## config.mk

```make
export PLATFORM = sky130hd
export DESIGN_NAME = icu_vectored_irq
export DESIGN_NICKNAME = d
export VERILOG_FILES = /design/src/rtl/icu_pkg.sv /design/src/rtl/icu_src_bank.sv /design/src/rtl/icu_arbiter.sv /design/src/rtl/icu_vectored_irq.sv
export SDC_FILE = /design/constraint.sdc
export NUM_CORES = 1
export LEC_CHECK = 0
export ABC_AREA = 1
export BUFFER_PORTS_ARGS = -buffer_cell sky130_fd_sc_hd__clkbuf_2
export CAP_MARGIN = 20
export CELL_PAD_IN_SITES_DETAIL_PLACEMENT = 0
export CELL_PAD_IN_SITES_GLOBAL_PLACEMENT = 1
export CORE_ASPECT_RATIO = 1.4
export CORE_MARGIN = 2
export CORE_UTILIZATION = 47
export DETAILED_ROUTE_END_ITERATION = 6
export MAX_ROUTING_LAYER = met4
export PLACE_DENSITY_LB_ADDON = 0.1
export REMOVE_ABC_BUFFERS = 1
export SETUP_SLACK_MARGIN = 0.4
export SYNTH_ARGS = -nofsm -noshare
export SYNTH_HDL_FRONTEND = slang
export SYNTH_SLANG_ARGS = --single-unit
```

## constraint.sdc

```tcl
create_clock -name clk -period 21.2 [get_ports clk]
set_clock_uncertainty 0.15 [all_clocks]
set_input_delay 4.24 -clock clk [delete_from_list [all_inputs] [get_ports clk]]
set_output_delay 4.24 -clock clk [all_outputs]
set_load 0.02 [all_outputs]
```

## src/rtl/icu_pkg.sv

```systemverilog
package icu_pkg;
    localparam int unsigned ICU_DATA_W = 16;
    localparam int unsigned ICU_ADDR_W = 6;
    localparam int unsigned ICU_PRIO_W = 3;
    localparam int unsigned ICU_LVL_W  = 4;
    localparam int unsigned ICU_VEC_W  = 7;

    localparam logic [ICU_ADDR_W-1:0] ADDR_CTRL   = 6'h00;
    localparam logic [ICU_ADDR_W-1:0] ADDR_CPULVL = 6'h01;
    localparam logic [ICU_ADDR_W-1:0] ADDR_STATUS = 6'h02;

    // upper two address bits select a per-source bank
    localparam logic [1:0] BANK_FLAG = 2'b01;
    localparam logic [1:0] BANK_EN   = 2'b10;
    localparam logic [1:0] BANK_PRIO = 2'b11;

    localparam int unsigned CTRL_NEST_BIT = 15;
    localparam logic [ICU_PRIO_W-1:0] PRIO_MAX = 3'd7;

    typedef struct packed {
        logic [ICU_VEC_W-1:0] vec;
        logic [ICU_LVL_W-1:0] lvl;
    } icu_status_t;
endpackage

```

## src/rtl/icu_src_bank.sv

```systemverilog
module icu_src_bank #(
    parameter int unsigned N = 16
) (
    input  logic           clk,
    input  logic           rst_n,
    input  logic [N-1:0]   src_set,
    input  logic [N-1:0]   flag_clr,
    input  logic [N-1:0]   en_wr_mask,
    input  logic [N-1:0]   en_wr_val,
    input  logic [N-1:0]   prio_wr_mask,
    input  logic [3*N-1:0] prio_wr_val,
    output logic [N-1:0]   flag_q,
    output logic [N-1:0]   en_q,
    output logic [3*N-1:0] prio_q
);
    typedef struct packed {
        logic [N-1:0]   flag;
        logic [N-1:0]   en;
        logic [3*N-1:0] prio;
    } bank_t;

    bank_t st_d, st_q;

    always_comb begin
        st_d = st_q;
        // set overrides clear so no event is lost
        st_d.flag = (st_q.flag & ~flag_clr) | src_set;
        st_d.en   = (st_q.en & ~en_wr_mask) | (en_wr_val & en_wr_mask);
        for (int i = 0; i < int'(N); i++) begin
            if (prio_wr_mask[i]) begin
                st_d.prio[3*i +: 3] = prio_wr_val[3*i +: 3];
            end
        end
    end

    always_ff @(posedge clk or negedge rst_n) begin
        if (!rst_n) begin
            st_q <= '0;
        end else begin
            st_q <= st_d;
        end
    end

    assign flag_q = st_q.flag;
    assign en_q   = st_q.en;
    assign prio_q = st_q.prio;
endmodule

```

## src/rtl/icu_arbiter.sv

```systemverilog
module icu_arbiter #(
    parameter int unsigned N     = 16,
    parameter int unsigned IDX_W = (N > 1) ? $clog2(N) : 1
) (
    input  logic [N-1:0]     flag,
    input  logic [N-1:0]     en,
    input  logic [3*N-1:0]   prio,
    output logic             win_valid,
    output logic [IDX_W-1:0] win_idx,
    output logic [2:0]       win_prio
);
    always_comb begin
        win_valid = 1'b0;
        win_idx   = '0;
        win_prio  = '0;
        // scan high index to low with >=, so the lowest index wins ties
        for (int i = int'(N) - 1; i >= 0; i--) begin
            if (flag[i] && en[i] && (prio[3*i +: 3] != 3'd0) &&
                (prio[3*i +: 3] >= win_prio)) begin
                win_valid = 1'b1;
                win_idx   = IDX_W'(i);
                win_prio  = prio[3*i +: 3];
            end
        end
    end
endmodule

```

## src/rtl/icu_vectored_irq.sv

```systemverilog
module icu_vectored_irq
    import icu_pkg::*;
#(
    parameter int unsigned N        = 16,
    parameter int unsigned VEC_BASE = 8
) (
    input  logic                  clk,
    input  logic                  rst_n,
    input  logic [N-1:0]          src_set,
    input  logic                  trap_hold,
    input  logic                  irq_ack,
    input  logic                  reg_we,
    input  logic [ICU_ADDR_W-1:0] reg_addr,
    input  logic [ICU_DATA_W-1:0] reg_wdata,
    output logic [ICU_DATA_W-1:0] reg_rdata,
    output logic                  irq_req,
    output logic [ICU_VEC_W-1:0]  irq_vector,
    output logic [ICU_LVL_W-1:0]  irq_level
);
    localparam int unsigned IDX_W = (N > 1) ? $clog2(N) : 1;

    typedef struct packed {
        logic                 nest_off;
        logic [ICU_LVL_W-1:0] cpu_lvl;
        icu_status_t          stat;
    } top_t;

    top_t st_d, st_q;

    logic [N-1:0]   flag_q, en_q;
    logic [3*N-1:0] prio_q;
    logic [N-1:0]   flag_clr, en_wr_mask, en_wr_val, prio_wr_mask;
    logic [3*N-1:0] prio_wr_val;
    logic           win_valid;
    logic [IDX_W-1:0] win_idx;
    logic [2:0]     win_prio;
    logic [1:0]     bank_sel;
    logic [3:0]     word_sel;

    logic                 nest_off_q;
    logic [ICU_LVL_W-1:0] cpu_lvl_q;

    assign bank_sel = reg_addr[5:4];
    assign word_sel = reg_addr[3:0];

    // write decode into per-source masks
    always_comb begin
        flag_clr     = '0;
        en_wr_mask   = '0;
        en_wr_val    = '0;
        prio_wr_mask = '0;
        prio_wr_val  = '0;
        for (int i = 0; i < int'(N); i++) begin
            if (reg_we && bank_sel == BANK_FLAG && word_sel == 4'(i / 16)) begin
                flag_clr[i] = reg_wdata[i % 16];
            end
            if (reg_we && bank_sel == BANK_EN && word_sel == 4'(i / 16)) begin
                en_wr_mask[i] = 1'b1;
                en_wr_val[i]  = reg_wdata[i % 16];
            end
            if (reg_we && bank_sel == BANK_PRIO && word_sel == 4'(i / 4)) begin
                prio_wr_mask[i]      = 1'b1;
                prio_wr_val[3*i +: 3] = reg_wdata[4*(i % 4) +: 3];
            end
        end
    end

    icu_src_bank #(.N(N)) u_bank (
        .clk          (clk),
        .rst_n        (rst_n),
        .src_set      (src_set),
        .flag_clr     (flag_clr),
        .en_wr_mask   (en_wr_mask),
        .en_wr_val    (en_wr_val),
        .prio_wr_mask (prio_wr_mask),
        .prio_wr_val  (prio_wr_val),
        .flag_q       (flag_q),
        .en_q         (en_q),
        .prio_q       (prio_q)
    );

    icu_arbiter #(.N(N), .IDX_W(IDX_W)) u_arb (
        .flag      (flag_q),
        .en        (en_q),
        .prio      (prio_q),
        .win_valid (win_valid),
        .win_idx   (win_idx),
        .win_prio  (win_prio)
    );

    // next-state for control, processor level and latched status
    always_comb begin
        st_d = st_q;
        if (reg_we && reg_addr == ADDR_CTRL) begin
            st_d.nest_off = reg_wdata[CTRL_NEST_BIT];
        end
        st_d.cpu_lvl[3] = trap_hold;
        if (irq_ack && irq_req) begin
            st_d.cpu_lvl[2:0] = st_q.nest_off ? PRIO_MAX : st_q.stat.lvl[2:0];
        end else if (reg_we && reg_addr == ADDR_CPULVL) begin
            st_d.cpu_lvl[2:0] = reg_wdata[2:0];
        end
        if (win_valid) begin
            st_d.stat.vec = ICU_VEC_W'(VEC_BASE) + ICU_VEC_W'(win_idx);
            st_d.stat.lvl = {1'b0, win_prio};
        end else begin
            st_d.stat = '0;
        end
    end

    always_ff @(posedge clk or negedge rst_n) begin
        if (!rst_n) begin
            st_q <= '0;
        end else begin
            st_q <= st_d;
        end
    end

    assign nest_off_q = st_q.nest_off;
    assign cpu_lvl_q  = st_q.cpu_lvl;
    assign irq_req    = st_q.stat.lvl > st_q.cpu_lvl;
    assign irq_vector = st_q.stat.vec;
    assign irq_level  = st_q.stat.lvl;

    // read mux
    always_comb begin
        reg_rdata = '0;
        unique case (bank_sel)
            2'b00: begin
                if (reg_addr == ADDR_CTRL) begin
                    reg_rdata[CTRL_NEST_BIT] = st_q.nest_off;
                end else if (reg_addr == ADDR_CPULVL) begin
                    reg_rdata[3:0] = st_q.cpu_lvl;
                end else if (reg_addr == ADDR_STATUS) begin
                    reg_rdata[6:0]  = st_q.stat.vec;
                    reg_rdata[11:8] = st_q.stat.lvl;
                end
            end
            BANK_FLAG: begin
                for (int i = 0; i < int'(N); i++) begin
                    if (word_sel == 4'(i / 16)) reg_rdata[i % 16] = flag_q[i];
                end
            end
            BANK_EN: begin
                for (int i = 0; i < int'(N); i++) begin
                    if (word_sel == 4'(i / 16)) reg_rdata[i % 16] = en_q[i];
                end
            end
            default: begin
                for (int i = 0; i < int'(N); i++) begin
                    if (word_sel == 4'(i / 4)) reg_rdata[4*(i % 4) +: 3] = prio_q[3*i +: 3];
                end
            end
        endcase
    end
endmodule

```

==> impl_metrics.py <==
metrics = {
    "run_status": {
        "outcome": "finished, final reports clean",
    },
    "critical_path": {
        "ff2ff_path_depth": 115,
        "worst_r2r_endpoint": "irq_vector[3]",
        "critical_path.endpoint_type": "register",
        "setup_slack_on_the_worst_flop_to_flop_path_ps": 4810,
        "critPathMaxFanout": 8,
        "path_class": "register to register",
        "cp_slowest_cell": "dfrtp_1",
        "worst_setup_path_start_kind": "register",
        "timing.critical_path.mode_cell": "nand2_1",
        "worst-endpoint-arrival_ps": 16450,
        "timing.critical_path.slowest_cell_delay_ps": 380,
        "worst-endpoint-required_ps": 21260,
    },
    "cells_and_area": {
        "num-nets-final": 1054,
        "proportion_of_layout_cells_with_a_drive_suffix_above_1_pct": 15.7,
        "antenna_cells_inserted": 0,
        "fin_util_pct": 53.8,
        "area_growth_syn_to_layout_pct": 12.5,
        "final-instance-count-excl-fill": 1171,
        "mostFrequentLayoutCell": "nand2_1",
        "fillers": 1443,
        "layout_common_cells": "nand2_1, inv_1, o21ai_0",
    },
    "detailed_routing": {
        "drt-total-wl_um": 21600,
        "post-route-drc-count": 0,
        "wl_per_cell_um": 18.4,
        "detailedRoute.firstIterationViolations": 459,
        "routed_length_on_met2_um": 10900,
        "route.antenna.remaining_nets": 0,
        "vias_per_cell": 5.35,
        "first_pass_iters": 5,
        "met3RoutedLength_um": 868,
        "wirelength_met1_um": 8850,
        "num_vias": 6263,
        "top_layer": "met4",
    },
    "clock_network": {
        "post_cts_resize_count": 0,
        "skew_pair_late_insertion_delay_ps": 360,
        "cts_setup_buffers": 0,
        "cts-hold-fix-buffers": 0,
        "tritoncts_num_sinks": 93,
        "cts_buffers": 9,
        "cts-root-to-sink-buffers": 2,
        "cts_tree": "built",
        "cts.htree.levels": 3,
        "clock-root-buffer": "clkbuf_16",
        "clkTransAtPathRegs_ps": 70,
    },
    "synthesis": {
        "ys.warnings.count": 0,
        "netlist-cell-type-count": 41,
        "synth_largest_area_cell": "dfrtp_1",
        "yosys_register_bits": 93,
        "portion_of_synthesized_cell_area_occupied_by_the_leading_cell_type_pct": 35.1,
        "syn-instance-count": 921,
        "post_synth_instance_area_um2": 6620,
        "synth_top_cells_by_area": "dfrtp_1, nand2_1, o21ai_0",
        "synthesis.area_per_instance_um2": 7.19,
        "synth-seq-area-share_pct": 35.1,
    },
    "timing": {
        "min_tclk_post_route_ps": 16390,
        "setup_repair_after_global_routing_missed_its_margin": "false",
        "finalSetupViolations": 0,
        "final_min_period_over_clock_period_pct": 77.3,
        "timing.final.max_slew_violations": 0,
        "totalNegativeSetupSlack_ps": 0,
        "clock.fmax_ghz": 0.0610,
        "worst-slew-pin-transition_ps": 1050,
        "finalHoldViolations": 0,
        "max_slew_margin_pct": 29.2,
    },
    "power": {
        "total_leakage_power_nw": 3.77,
        "power-per-cell-area_nw_per_um2": 88.7,
        "power.ir.vdd_worst_mv": 0.0539,
    },
    "global_routing": {
        "groute.usage.overall_pct": 30.3,
        "grt_pass1_vias": 6075,
        "grt_antenna_before_repair": 0,
        "grt_max_degree": 53,
        "global_route.overflow_total": 0,
        "grt_pass1_wl_um": 33400,
    },
    "die": {
        "std_cell_rows": 51,
        "die_area_um2": 15100,
        "floorplan.core_area_um2": 13800,
        "start_util_pct": 47.8,
        "io_pins": 71,
        "dieHeight_um": 144,
        "die_w_um": 104,
    },
    "hold_path": {
        "min_path_type": "register to register",
        "worst_hold_path.num_cells": 2,
        "holdPathEnd": "u_bank.prio_q[15]",
        "holdCritStartpoint": "u_bank.prio_q[15]",
    },
    "placement": {
        "gp_routability_congestion": 0.968,
        "detailedPlacementHpwl_um": 16700,
        "port_buffers": 67,
        "post-place-cells": 1154,
    },
    "flow_run": {
        "timing.max_cap.violations": 0,
    },
}
## synth_stat cells, drive strengths merged
master / n
nand2: 236
inv: 154
nand3: 115
o21ai: 115
dfrtp: 93
nor2: 47
ha: 30
o22ai: 25
clkbuf: 19
a21oi: 16
a31oi: 15
nor3: 10
o21bai: 10
o211ai: 9
and2: 5
buf: 4
o311ai: 3
a211oi: 2
mux2i: 2
nand4: 2
o21a: 2
a221oi: 1
a22oi: 1
a311oi: 1
clkinv: 1
conb: 1
nor4: 1
o32ai: 1
## worst max-delay path, delay by kind of cell, from the launching register on
family	cells	cell delay, ps
and+or+nand+nor	63	6500
buffers and inverters	16	1150
AOI/OAI and AO/OA	21	3750
DFF	1	380
adders and majority gates	15	4300
## cell families after synthesis
family,share of synthesized area (%)
AO/OA/AOI/OAI,17.4
adder cells (fa/ha/maj),5.67
other,0.0566
AND/OR/NAND/NOR,31.2
flip-flops,35.1
buffers and inverters,10.3
multiplexers,0.302
## stage by stage
stage	area, um^2	hold WS [ps]	total power [mW]	worst slack, ps
global placement	7120	316	0.486	5140
floorplan	6530	303	0.415	7070
global route	7450	361	0.708	3140
detailed placement	7120	324	0.487	4970
CTS	7440	341	0.663	4860
finish	7450	334	0.661	4810
## cell type report
class	instances	area, um^2	share of cell area [%]
Clock buffer	11	253	3.39
Timing Repair Buffer	70	368	4.94
Tap cell	185	231	3.11
Sequential cell	93	2330	31.2
Inverter	155	582	7.81
Clock inverter	5	66.3	0.890
Multi-Input combinational cell	652	3620	48.6
## worst max path at each step
stage                     slack, ps      from  cells past startpoint       endpoint
after floorplan                7070  register                    115  irq_vector[3]
after global placement         5140  register                    115  irq_vector[3]
after detailed placement       4970  register                    117  irq_vector[3]
after CTS                      4860  register                    117  irq_vector[3]
after global routing           3140  register                    120  irq_vector[3]
final                          4810  register                    115  irq_vector[3]
## where the power goes
group / leakage (nW) / total [mW] / internal [mW] / switching, mW
combinational: 2.46 / 0.260 / 0.0898 / 0.170
clock: 0.154 / 0.176 / 0.0995 / 0.0768
sequential: 1.16 / 0.225 / 0.202 / 0.0228
## routing by layer
metal | track usage [%] | up-vias
li1 | - | 3157
met1 | 35.2 | 2892
met2 | 53.4 | 162
met3 | 2.70 | 52
met4 | 14.3 | 0
met5 | - | -
(Power assumes the default switching activity.)
